**config.mk**
```make
export PLATFORM = sky130hd
export DESIGN_NAME = rportcsr
export DESIGN_NICKNAME = d
export VERILOG_FILES = /design/src/rtl/rportcsr_pkg.sv /design/src/rtl/rportcsr_chg.sv /design/src/rtl/rportcsr_ctl.sv /design/src/rtl/rportcsr_lsamp.sv /design/src/rtl/rportcsr.sv
export SDC_FILE = /design/constraint.sdc
export NUM_CORES = 1
export LEC_CHECK = 0
export BUFFER_PORTS_ARGS = -buffer_cell sky130_fd_sc_hd__buf_2
export CAP_MARGIN = 10
export CORE_ASPECT_RATIO = 0.8
export CORE_MARGIN = 2
export CORE_UTILIZATION = 35
export CTS_CLUSTER_DIAMETER = 120
export DETAILED_ROUTE_END_ITERATION = 8
export PLACE_DENSITY = 0.77
export SLEW_MARGIN = 20
export SYNTH_ARGS = -nofsm -noshare
export SYNTH_HDL_FRONTEND = slang
export SYNTH_SLANG_ARGS = --single-unit
```
**constraint.sdc**
```tcl
create_clock -name clk -period 1.25 [get_ports clk]
set_input_delay 0.1875 -clock clk [delete_from_list [all_inputs] [get_ports clk]]
set_output_delay 0.1875 -clock clk [all_outputs]
set_load 0.05 [all_outputs]
```
**src/rtl/rportcsr_pkg.sv**
```systemverilog
package rportcsr_pkg;

   // Bit positions of the port word; software decodes these directly.
   localparam int unsigned CONN_BIT    = 0;
   localparam int unsigned CONN_CHG    = 1;
   localparam int unsigned EN_BIT      = 2;
   localparam int unsigned EN_CHG      = 3;
   localparam int unsigned OC_BIT      = 4;
   localparam int unsigned OC_CHG      = 5;
   localparam int unsigned RESUME_BIT  = 6;
   localparam int unsigned SUSPEND_BIT = 7;
   localparam int unsigned PRST_BIT    = 8;
   localparam int unsigned LINE_LSB    = 10;
   localparam int unsigned LINE_W      = 2;
   localparam int unsigned POWER_BIT   = 12;
   localparam int unsigned TEST_LSB    = 13;
   localparam int unsigned TEST_W      = 4;
   localparam int unsigned SPEED_LSB   = TEST_LSB + TEST_W;
   localparam int unsigned SPEED_W     = 2;
   localparam int unsigned USED_W      = SPEED_LSB + SPEED_W;

   // Number of status bits that carry a sticky change flag.
   localparam int unsigned N_TRACKED   = 3;

   typedef enum logic [SPEED_W-1:0] {
      SPD_HIGH = 2'b00,
      SPD_FULL = 2'b01,
      SPD_LOW  = 2'b10,
      SPD_RSVD = 2'b11
   } port_speed_e;

   typedef struct packed {
      logic [TEST_W-1:0] test;
      logic              power;
      logic              prst;
      logic              suspend;
      logic              resume;
   } port_ctl_t;

endpackage

```
**src/rtl/rportcsr_chg.sv**
```systemverilog
module rportcsr_chg (
   input  logic clk,
   input  logic rst_n,
   input  logic stat_d,
   input  logic clr,
   output logic stat_q,
   output logic flag_q
);

   logic changed;
   assign changed = stat_d ^ stat_q;

   always_ff @(posedge clk) begin
      if (!rst_n) begin
         stat_q <= 1'b0;
         flag_q <= 1'b0;
      end else begin
         stat_q <= stat_d;
         flag_q <= (flag_q & ~clr) | changed;
      end
   end


   set_wins_chk: assert property (@(posedge clk) disable iff (!rst_n)
      (stat_d != stat_q) |=> flag_q);


   w1c_clear_chk: assert property (@(posedge clk) disable iff (!rst_n)
      (clr && stat_d == stat_q) |=> !flag_q);


   flag_hold_chk: assert property (@(posedge clk) disable iff (!rst_n)
      (!clr && flag_q) |=> flag_q);

endmodule

```
**src/rtl/rportcsr_ctl.sv**
```systemverilog
module rportcsr_ctl
   import rportcsr_pkg::*;
#(
   parameter int unsigned REG_W = 32
) (
   input  logic             clk,
   input  logic             rst_n,
   input  logic             wr_en,
   input  logic [REG_W-1:0] wr_data,
   output port_ctl_t        ctl_q,
   output logic             prst_d
);

   port_ctl_t ctl_d;

   always_comb begin
      ctl_d = ctl_q;
      if (wr_en) begin
         ctl_d.resume  = wr_data[RESUME_BIT];
         ctl_d.suspend = wr_data[SUSPEND_BIT];
         ctl_d.prst    = wr_data[PRST_BIT];
         ctl_d.power   = wr_data[POWER_BIT];
         ctl_d.test    = wr_data[TEST_LSB +: TEST_W];
      end
   end

   assign prst_d = ctl_d.prst;

   always_ff @(posedge clk) begin
      if (!rst_n) ctl_q <= '0;
      else        ctl_q <= ctl_d;
   end


   ctl_write_chk: assert property (@(posedge clk) disable iff (!rst_n)
      wr_en |=> (ctl_q.prst == $past(wr_data[PRST_BIT])));

endmodule

```
**src/rtl/rportcsr_lsamp.sv**
```systemverilog
module rportcsr_lsamp
   import rportcsr_pkg::*;
(
   input  logic               clk,
   input  logic               rst_n,
   input  logic [LINE_W-1:0]  line_in,
   input  logic [SPEED_W-1:0] speed_in,
   output logic [LINE_W-1:0]  line_q,
   output port_speed_e        speed_q
);

   always_ff @(posedge clk) begin
      if (!rst_n) begin
         line_q  <= '0;
         speed_q <= SPD_HIGH;
      end else begin
         line_q  <= line_in;
         speed_q <= port_speed_e'(speed_in);
      end
   end

endmodule

```
**src/rtl/rportcsr.sv**
```systemverilog
module rportcsr
   import rportcsr_pkg::*;
#(
   parameter int unsigned REG_W = 32
) (
   input  logic             clk,
   input  logic             rst_n,
   input  logic             wr_en,
   input  logic [REG_W-1:0] wr_data,
   output logic [REG_W-1:0] rd_data,
   input  logic             hw_connected,
   input  logic             hw_overcurrent,
   input  logic             hw_fault,
   input  logic [1:0]       hw_line,
   input  logic [1:0]       hw_speed,
   output logic             port_irq,
   output logic             port_power,
   output logic             port_reset,
   output logic             port_suspend,
   output logic             port_resume,
   output logic [3:0]       port_test
);

   localparam int unsigned RSVD_W = REG_W - USED_W;

   generate
      if (REG_W < USED_W) begin : g_bad_width
         $error("rportcsr: REG_W too small for the port word");
      end
      if (TEST_W != 4 || LINE_W != 2 || SPEED_W != 2) begin : g_bad_fields
         $error("rportcsr: field widths do not match the port list");
      end
   endgenerate

   // Software control storage
   port_ctl_t ctl_q;
   logic      prst_d;

   rportcsr_ctl #(.REG_W(REG_W)) ctl_i (
      .clk     (clk),
      .rst_n   (rst_n),
      .wr_en   (wr_en),
      .wr_data (wr_data),
      .ctl_q   (ctl_q),
      .prst_d  (prst_d)
   );

   // Line and speed sampling
   logic [LINE_W-1:0] line_q;
   port_speed_e       speed_q;

   rportcsr_lsamp lsamp_i (
      .clk      (clk),
      .rst_n    (rst_n),
      .line_in  (hw_line),
      .speed_in (hw_speed),
      .line_q   (line_q),
      .speed_q  (speed_q)
   );

   // Tracked status bits: index 0 connected, 1 enabled, 2 overcurrent
   logic [N_TRACKED-1:0] stat_d, stat_q, flag_q, flag_clr;
   logic                 conn_q, en_q, oc_q;
   logic                 rst_leave, rst_enter, dis_write, en_d;

   assign conn_q = stat_q[0];
   assign en_q   = stat_q[1];
   assign oc_q   = stat_q[2];

   assign rst_leave = ctl_q.prst & ~prst_d;
   assign rst_enter = ~ctl_q.prst & prst_d;
   assign dis_write = wr_en & wr_data[EN_BIT];

   always_comb begin
      en_d = en_q | (rst_leave & conn_q);
      if (dis_write || rst_enter || hw_fault || !hw_connected) en_d = 1'b0;
   end

   assign stat_d = {hw_overcurrent, en_d, hw_connected};

   generate
      for (genvar gi = 0; gi < N_TRACKED; gi++) begin : g_track
         localparam int unsigned FLAG_POS = 2 * gi + 1;
         assign flag_clr[gi] = wr_en & wr_data[FLAG_POS];
         rportcsr_chg chg_i (
            .clk    (clk),
            .rst_n  (rst_n),
            .stat_d (stat_d[gi]),
            .clr    (flag_clr[gi]),
            .stat_q (stat_q[gi]),
            .flag_q (flag_q[gi])
         );
      end
   endgenerate

   // Read word assembly
   always_comb begin
      rd_data                            = '0;
      rd_data[CONN_BIT]                  = conn_q;
      rd_data[CONN_CHG]                  = flag_q[0];
      rd_data[EN_BIT]                    = en_q;
      rd_data[EN_CHG]                    = flag_q[1];
      rd_data[OC_BIT]                    = oc_q;
      rd_data[OC_CHG]                    = flag_q[2];
      rd_data[RESUME_BIT]                = ctl_q.resume;
      rd_data[SUSPEND_BIT]               = ctl_q.suspend;
      rd_data[PRST_BIT]                  = ctl_q.prst;
      rd_data[LINE_LSB +: LINE_W]        = line_q;
      rd_data[POWER_BIT]                 = ctl_q.power;
      rd_data[TEST_LSB +: TEST_W]        = ctl_q.test;
      rd_data[SPEED_LSB +: SPEED_W]      = conn_q ? speed_q : SPD_HIGH;
   end

   assign port_irq     = |flag_q;
   assign port_power   = ctl_q.power;
   assign port_reset   = ctl_q.prst;
   assign port_suspend = ctl_q.suspend;
   assign port_resume  = ctl_q.resume;
   assign port_test    = ctl_q.test;

   // Write bits with no writable storage behind them
   logic unused_wr;
   generate
      if (RSVD_W > 0) begin : g_unused_hi
         assign unused_wr = ^{wr_data[REG_W-1:USED_W], wr_data[SPEED_LSB +: SPEED_W],
                              wr_data[LINE_LSB +: LINE_W], wr_data[9],
                              wr_data[OC_BIT], wr_data[CONN_BIT]};
      end else begin : g_unused_lo
         assign unused_wr = ^{wr_data[SPEED_LSB +: SPEED_W], wr_data[LINE_LSB +: LINE_W],
                              wr_data[9], wr_data[OC_BIT], wr_data[CONN_BIT]};
      end
   endgenerate


   conn_follow_chk: assert property (@(posedge clk) disable iff (!rst_n)
      1'b1 |=> (rd_data[CONN_BIT] == $past(hw_connected)));


   oc_follow_chk: assert property (@(posedge clk) disable iff (!rst_n)
      1'b1 |=> (rd_data[OC_BIT] == $past(hw_overcurrent)));


   en_rise_chk: assert property (@(posedge clk) disable iff (!rst_n)
      $rose(en_q) |-> ($past(ctl_q.prst) && !ctl_q.prst));


   dis_write_chk: assert property (@(posedge clk) disable iff (!rst_n)
      dis_write |=> !rd_data[EN_BIT]);


   irq_flag_chk: assert property (@(posedge clk) disable iff (!rst_n)
      (rd_data[CONN_CHG] || rd_data[EN_CHG] || rd_data[OC_CHG]) |-> port_irq);


   speed_gate_chk: assert property (@(posedge clk) disable iff (!rst_n)
      !rd_data[CONN_BIT] |-> (rd_data[SPEED_LSB +: SPEED_W] == 2'b00));


   rsvd_zero_chk: assert property (@(posedge clk) disable iff (!rst_n)
      !rd_data[9] && (RSVD_W == 0 || rd_data >> USED_W == '0));

endmodule

```
==> key figures, run 1 <==
Worst setup path
  – Reg2reg start: g_track[0].chg_i.stat_q
  – Setup crit start kind: flip-flop
  – WP data required: 1.06 ns
  – Critical path class: reg -> out
  – RR Endpoint: g_track[1].chg_i.flag_q
  – Worst path arrival time: 1.14 ns
  – Reg2reg setup slack: 0.25 ns
  – Worst-path maximum fanout: 2
  – Worst R2R Path Depth: 3
  – Setup crit end kind: primary output

Synthesis
  – Syn_area_per_cell: 9.34 µm²
  – Synth Cell Area: 878 µm²
  – Dominant cells by area after synthesis: dfxtp_1 (41%), buf_4 (25%), mux2i_1 (9.1%), and2_1 (5.7%), nor2_1 (4.3%)
  – Synth area leader: dfxtp_1
  – Count of state elements after synthesis: 18
  – Post-synthesis sequential area ratio: 41.0%
  – Yosys cell types: 21
  – Synth warnings: 0
  – Cell count after synthesis: 94
  – Yosys top cell area share: 41.0%

Final layout
  – Fin nets: 175
  – Diode count: 0
  – Post-layout util: 43.9%
  – Layout cells sized above 1: 46.6%
  – Area grow syn2layout: 20.9%
  – Post-route cell area: 0.00106 mm²

Clocking
  – Clock sink total: 18
  – Clock Pin Slew Worst Setup and Hold Paths: 0.10 ns
  – Max clock buf depth: 2
  – H-tree depth: 1
  – Clk Latency, worst-skew pair: 0.28 ns
  – Post-CTS Hold Fix Bufs: 0
  – Clock root buffer: clkbuf_4
  – CTS tree: yes
  – TritonCTS Buffers: 3

Global route
  – First-pass GRT wire length: 2.75 mm
  – Initial antenna violation count: 0
  – Vias in the first global route: 642
  – Gr ovfl total: 0
  – GRT Overall Usage: 12.5%
  – Largest net degree at the start of global routing: 12

Route
  – DRC viols: 0
  – Router iterations before antenna repair: 3
  – Wire length per cell: 9.93 µm
  – Number of DRC markers in iteration 0: 17
  – WL final: 1.66 mm
  – Avg Vias per Cell: 4.02
  – Routed Antenna Nets: 0
  – Vias post-DR: 672

STA
  – Final setup fails: 1
  – Minimum clock period: 1.33 ns
  – Final worst-path cycle share: 106%
  – Setup Skew: 0.00356 ns
  – Fin worst setup slack: -0.0806 ns
  – RSZ-0062 raised after global routing: yes
  – Max Fclk: 0.752 GHz
  – Final hold viol count: 0
  – Final Slew Violations: 0

Placement
  – Setup WS pre-CTS: 0.187 ns
  – PortBufs: 48
  – Placed cell area: 1000 µm²
  – DP HPWL: 1.31 mm
  – Final GP Congestion: 0.659

Power
  – Lkg Pwr: 0.575 nW
  – VDD IR max: 0.000655 V
  – PD cells: 1260 mW/mm²

Floorplan
  – Die height: 48.8 µm
  – Die X: 60.0 µm
  – Rows: 16
  – Ports: 83
  – Initial Util: 36.3%
  – Die footprint: 0.00293 mm²
  – Core Region: 0.00242 mm²

Min path
  – Min-delay src: hw_line[1]
  – Hold path depth: 2
  – HP Class: in -> reg
  – Hold endpoint: lsamp_i.line_q[1]

Outcome
  – Outcome: complete, but fails checks
  – Failing checks: setup timing

Flow run
  – Max-Cap Viols: 0
## registers in the layout, summed over array words and instances (netlist names)
signal	count
ctl_i.ctl_q	8
lsamp_i.line_q	2
lsamp_i.speed_q	2
g_track.chg_i.flag_q	3
g_track.chg_i.stat_q	3
## Yosys cell counts
cell,instances
nand4b_1,1
nand3_1,1
clkbuf_1,1
and2_1,8
conb_1,1
a21boi_0,1
o31a_1,1
a211oi_1,1
nor2_1,10
a21oi_1,2
nor4b_2,1
nand2_1,3
a31oi_1,1
or3_1,1
buf_4,29
mux2i_1,8
nand3b_1,1
inv_1,2
dfxtp_1,18
nor2b_1,1
xor2_1,2
## logic make-up after synthesis
logic type | synth area share, %
flops | 41.0
xor+xnor | 1.99
simple gates | 16.8
mux | 9.12
other cells | 0.427
buf+inv | 26.1
compound gates | 4.56
## critical path: stages (launching register included)
cell	delay (ns)
dfxtp_2	0.33
or3_4	0.37
buf_6	0.16
## stage by stage
stage               total power [mW]  hold slack, ns  instances  setup TNS (ns)
detailed placement              1.06           0.402        162               0
floorplan                       1.03           0.309        107               0
global route                    1.42          0.0910        167          -0.137
CTS                             1.36          0.0955        167          -0.107
finish                          1.34           0.105        167         -0.0806
global placement                1.05           0.393        162               0
## cell usage in the layout, fill, tap and decap left out
| cell type | n |
|---|---|
| mux2i_1 | 8 |
| a31oi_1 | 1 |
| a211oi_1 | 1 |
| clkbuf_4 | 3 |
| nand3_1 | 1 |
| a21boi_0 | 1 |
| xor2_1 | 2 |
| nand4b_1 | 1 |
| or3_4 | 1 |
| dfxtp_2 | 5 |
| nand2_1 | 3 |
| a21oi_1 | 2 |
| and2_1 | 8 |
| conb_1 | 14 |
| buf_4 | 4 |
| buf_6 | 2 |
| nor2b_1 | 1 |
| buf_2 | 45 |
| o31a_1 | 1 |
| inv_1 | 2 |
| nand3b_1 | 1 |
| nor4b_2 | 1 |
| dfxtp_1 | 13 |
| nor2_1 | 10 |
## layout make-up
class / count / area, µm²
Fill cell: 244 / 1360
Sequential cell: 18 / 367
Multi-Input combinational cell: 57 / 343
Timing Repair Buffer: 51 / 278
Tap cell: 36 / 45.0
Clock buffer: 3 / 22.5
Inverter: 2 / 7.51
## how the worst max path moves through the flow
| stage | startpoint | end | slack [ns] | depth (start not counted) |
|---|---|---|---|---|
| after detailed placement | g_track[0].chg_i.flag_q | port_irq | 0.19 | 2 |
| after floorplan | ctl_i.ctl_q[2] | g_track[1].chg_i.flag_q | 0.11 | 3 |
| after CTS | g_track[2].chg_i.flag_q | port_irq | -0.11 | 2 |
| final | g_track[2].chg_i.flag_q | port_irq | -0.08 | 2 |
| after global routing | g_track[1].chg_i.flag_q | port_irq | -0.14 | 2 |
| after global placement | g_track[0].chg_i.flag_q | port_irq | 0.20 | 2 |
## metal layers
layer | part of all wire, % | vias up | track usage (%) | routed length [µm]
li1 | - | 335 | - | -
met1 | 40 | 303 | 13.2 | 665
met2 | 52 | 32 | 22.3 | 861
met3 | 6.2 | 2 | 3.45 | 103
met4 | 1.6 | 0 | 5.93 | 27
met5 | 0 | - | 0 | 0
## timing repair
action / CTS / global route
endpoints found under the setup margin: 3 / 3
gates resized for setup: 6 / 5
setup buffers: 2 / 0
pin swaps: 1 / 0
## where the power goes
| group | switching, mW | internal (mW) | total [mW] |
|---|---|---|---|
| logic | 0.334 | 0.108 | 0.441 |
| registers | 0.0181 | 0.607 | 0.625 |
| clock network | 0.164 | 0.112 | 0.275 |
| total | 0.515 | 0.826 | 1.34 |
Note: power is estimated with default switching activity, not from simulation.
==> inputs of run 2 (changes only) <==
--- a/config.mk
+++ b/config.mk
@@ -12,7 +12,7 @@
 export CORE_UTILIZATION = 35
 export CTS_CLUSTER_DIAMETER = 120
 export DETAILED_ROUTE_END_ITERATION = 8
-export PLACE_DENSITY = 0.77
+export PLACE_DENSITY_LB_ADDON = 0.05
 export SLEW_MARGIN = 20
 export SYNTH_ARGS = -nofsm -noshare
 export SYNTH_HDL_FRONTEND = slang
==> constraint.sdc (replaced) <==
create_clock -name clk -period 1.4 [get_ports clk]
set_input_delay 0.21 -clock clk [delete_from_list [all_inputs] [get_ports clk]]
set_output_delay 0.21 -clock clk [all_outputs]
set_load 0.05 [all_outputs]
==> run 2 against run 1 <==
The flow now finishes without violations. Sequential cell count stayed put. Count of clock-buffer cells in the layout is 1 higher. Core utilization is 0.72 points lower. Hold slack better by 0.012 ns. Final cell count is 0.60% lower. Sequential power is 11% lower. Clock power is 14% higher. Sequential share of layout area is 0.34 points higher. Die area stayed put. Clock skew is 0.0027 ns higher. Via count is 3.3% lower. Register-to-register slack better by 0.12 ns. Critical path type unchanged. Critical endpoint unchanged. Largest power group unchanged. Highest routed layer unchanged.
==> key figures, run 2 (same netlist as run 1, synthesis figures left out) <==
Power
  – VDD IR max: 0.000550 V
  – Switching Power: 465 µW
  – Total power draw: 1.25 mW
  – Combinational share of power: 30.3%
  – Sequential power share: 44.6%
  – Int Power: 785 µW
  – Switching share of power: 37.2%
  – Lkg Pwr: 0.570 nW
  – Clock share of power: 25.0%
  – PD cells: 1200 mW/mm²

Final layout
  – Area grow syn2layout: 18.9%
  – Non-Filler Instances: 166
  – Commonest non-fill, non-tap cells in the layout: buf_2 (47), dfxtp_1 (15), conb_1 (14)
  – Post-route cell area: 0.00104 mm²
  – Max reg flops: 8
  – Largest regs: ctl_i.ctl_q (8), g_track.chg_i.flag_q (3), g_track.chg_i.stat_q (3)
  – Top reg by flops: ctl_i.ctl_q
  – Post-layout util: 43.1%
  – Layout cells sized above 1: 43.8%
  – Fin nets: 173
  – Diode count: 0
  – Commonest non-fill, non-tap cell in the layout: buf_2

Global route
  – Initial antenna violation count: 0
  – GRT Overall Usage: 10.5%
  – Largest net degree at the start of global routing: 12
  – Vias in the first global route: 517
  – First-pass GRT wire length: 2.24 mm
  – Gr ovfl total: 0

Worst setup path
  – Delay-heaviest family, CP: simple AND/OR/NAND/NOR gates
  – Worst-path maximum fanout: 3
  – Critical-path top delay cell: or3_1
  – Reg2reg setup slack: 0.37 ns
  – Worst path arrival time: 1.16 ns
  – WP data required: 1.19 ns
  – Reg2reg start: ctl_i.ctl_q[2]
  – Critical-path cell list: or3_1 > buf_6
  – Setup crit start kind: flip-flop
  – CP max stage delay: 0.38 ns
  – Critical path class: reg -> out
  – RR Endpoint: g_track[1].chg_i.flag_q
  – Setup crit end kind: primary output
  – Worst R2R Path Depth: 3
  – Critical path buffers and inverters: 1

STA
  – Max Fclk: 0.730 GHz
  – Setup Skew: 0.00627 ns
  – Setup TNS: 0 ns
  – Fin worst setup slack: 0.0298 ns
  – RSZ-0062 raised after global routing: yes
  – Final Slew Violations: 0
  – Worst hold slack: 0.117 ns
  – Final setup fails: 0
  – Final hold viol count: 0
  – Final worst-path cycle share: 97.9%
  – Minimum clock period: 1.37 ns

Placement
  – DP HPWL: 1.17 mm
  – Final GP Congestion: 0.629
  – Placed Instances: 162
  – Placed cell area: 998 µm²
  – PortBufs: 48
  – Setup WS pre-CTS: 0.315 ns

Floorplan
  – Core Region: 0.00242 mm²
  – Die X: 60.0 µm
  – Initial Util: 36.3%
  – Die height: 48.8 µm
  – Die footprint: 0.00293 mm²
  – Ports: 83
  – Rows: 16

Clocking
  – Clk Latency, worst-skew pair: 0.29 ns
  – Clock sink total: 18
  – Setup repair bufs after CTS: 0
  – TritonCTS Buffers: 3
  – H-tree depth: 1
  – Clock Pin Slew Worst Setup and Hold Paths: 0.10 ns
  – Max clock buf depth: 2
  – CTS tree: yes
  – Clock root buffer: clkbuf_4

Min path
  – Min-delay src: hw_speed[1]
  – HP Class: in -> reg
  – Hold endpoint: lsamp_i.speed_q[1]
  – Hold path depth: 2

Route
  – Vias post-DR: 650
  – WL final: 1.52 mm
  – Router iterations before antenna repair: 4
  – Number of DRC markers in iteration 0: 9
  – Wire length per cell: 9.13 µm
  – Routed Antenna Nets: 0
  – Avg Vias per Cell: 3.92
  – DRC viols: 0

Outcome
  – Outcome: finished, final reports clean

Flow run
  – Max-Cap Viols: 0
-- run 2: routing by layer --
metal / wire [µm] / GRT usage, % / share of wire [%]
met1: 710 / 13.0 / 47
met2: 659 / 16.1 / 43
met3: 134 / 5.57 / 8.8
met4: 12 / 2.22 / 0.79
met5: 0 / 0 / 0
-- run 2: layout make-up --
type	instances	area, µm²
fillers	269	1380
flip-flops and latches	18	364
multi-input cells	57	338
repair buffers	49	254
well taps	36	45.0
clock buffers	4	36.3
inverters	2	7.51
-- run 2: what timing repair did --
item / in CTS / in global routing
endpoints found under the setup margin: 1 / 3
gates resized for setup: 2 / 3
hold buffers: 0 / 0
-- run 2: power by group through the flow --
stage	clock, mW	sequential (mW)	combinational [mW]
after floorplan	0	0.626	0.296
after global placement	0	0.568	0.375
after detailed placement	0	0.569	0.376
after CTS	0.332	0.558	0.381
after global routing	0.356	0.562	0.401
final	0.313	0.558	0.379
-- run 2: worst max-delay path by stage --
stage	from	endpoint	cells past startpoint
after floorplan	ctl_i.ctl_q[2]	g_track[1].chg_i.flag_q	3
after global placement	g_track[0].chg_i.flag_q	port_irq	2
after detailed placement	g_track[0].chg_i.flag_q	port_irq	2
after CTS	g_track[0].chg_i.flag_q	port_irq	2
after global routing	g_track[1].chg_i.flag_q	port_irq	2
final	g_track[0].chg_i.flag_q	port_irq	2
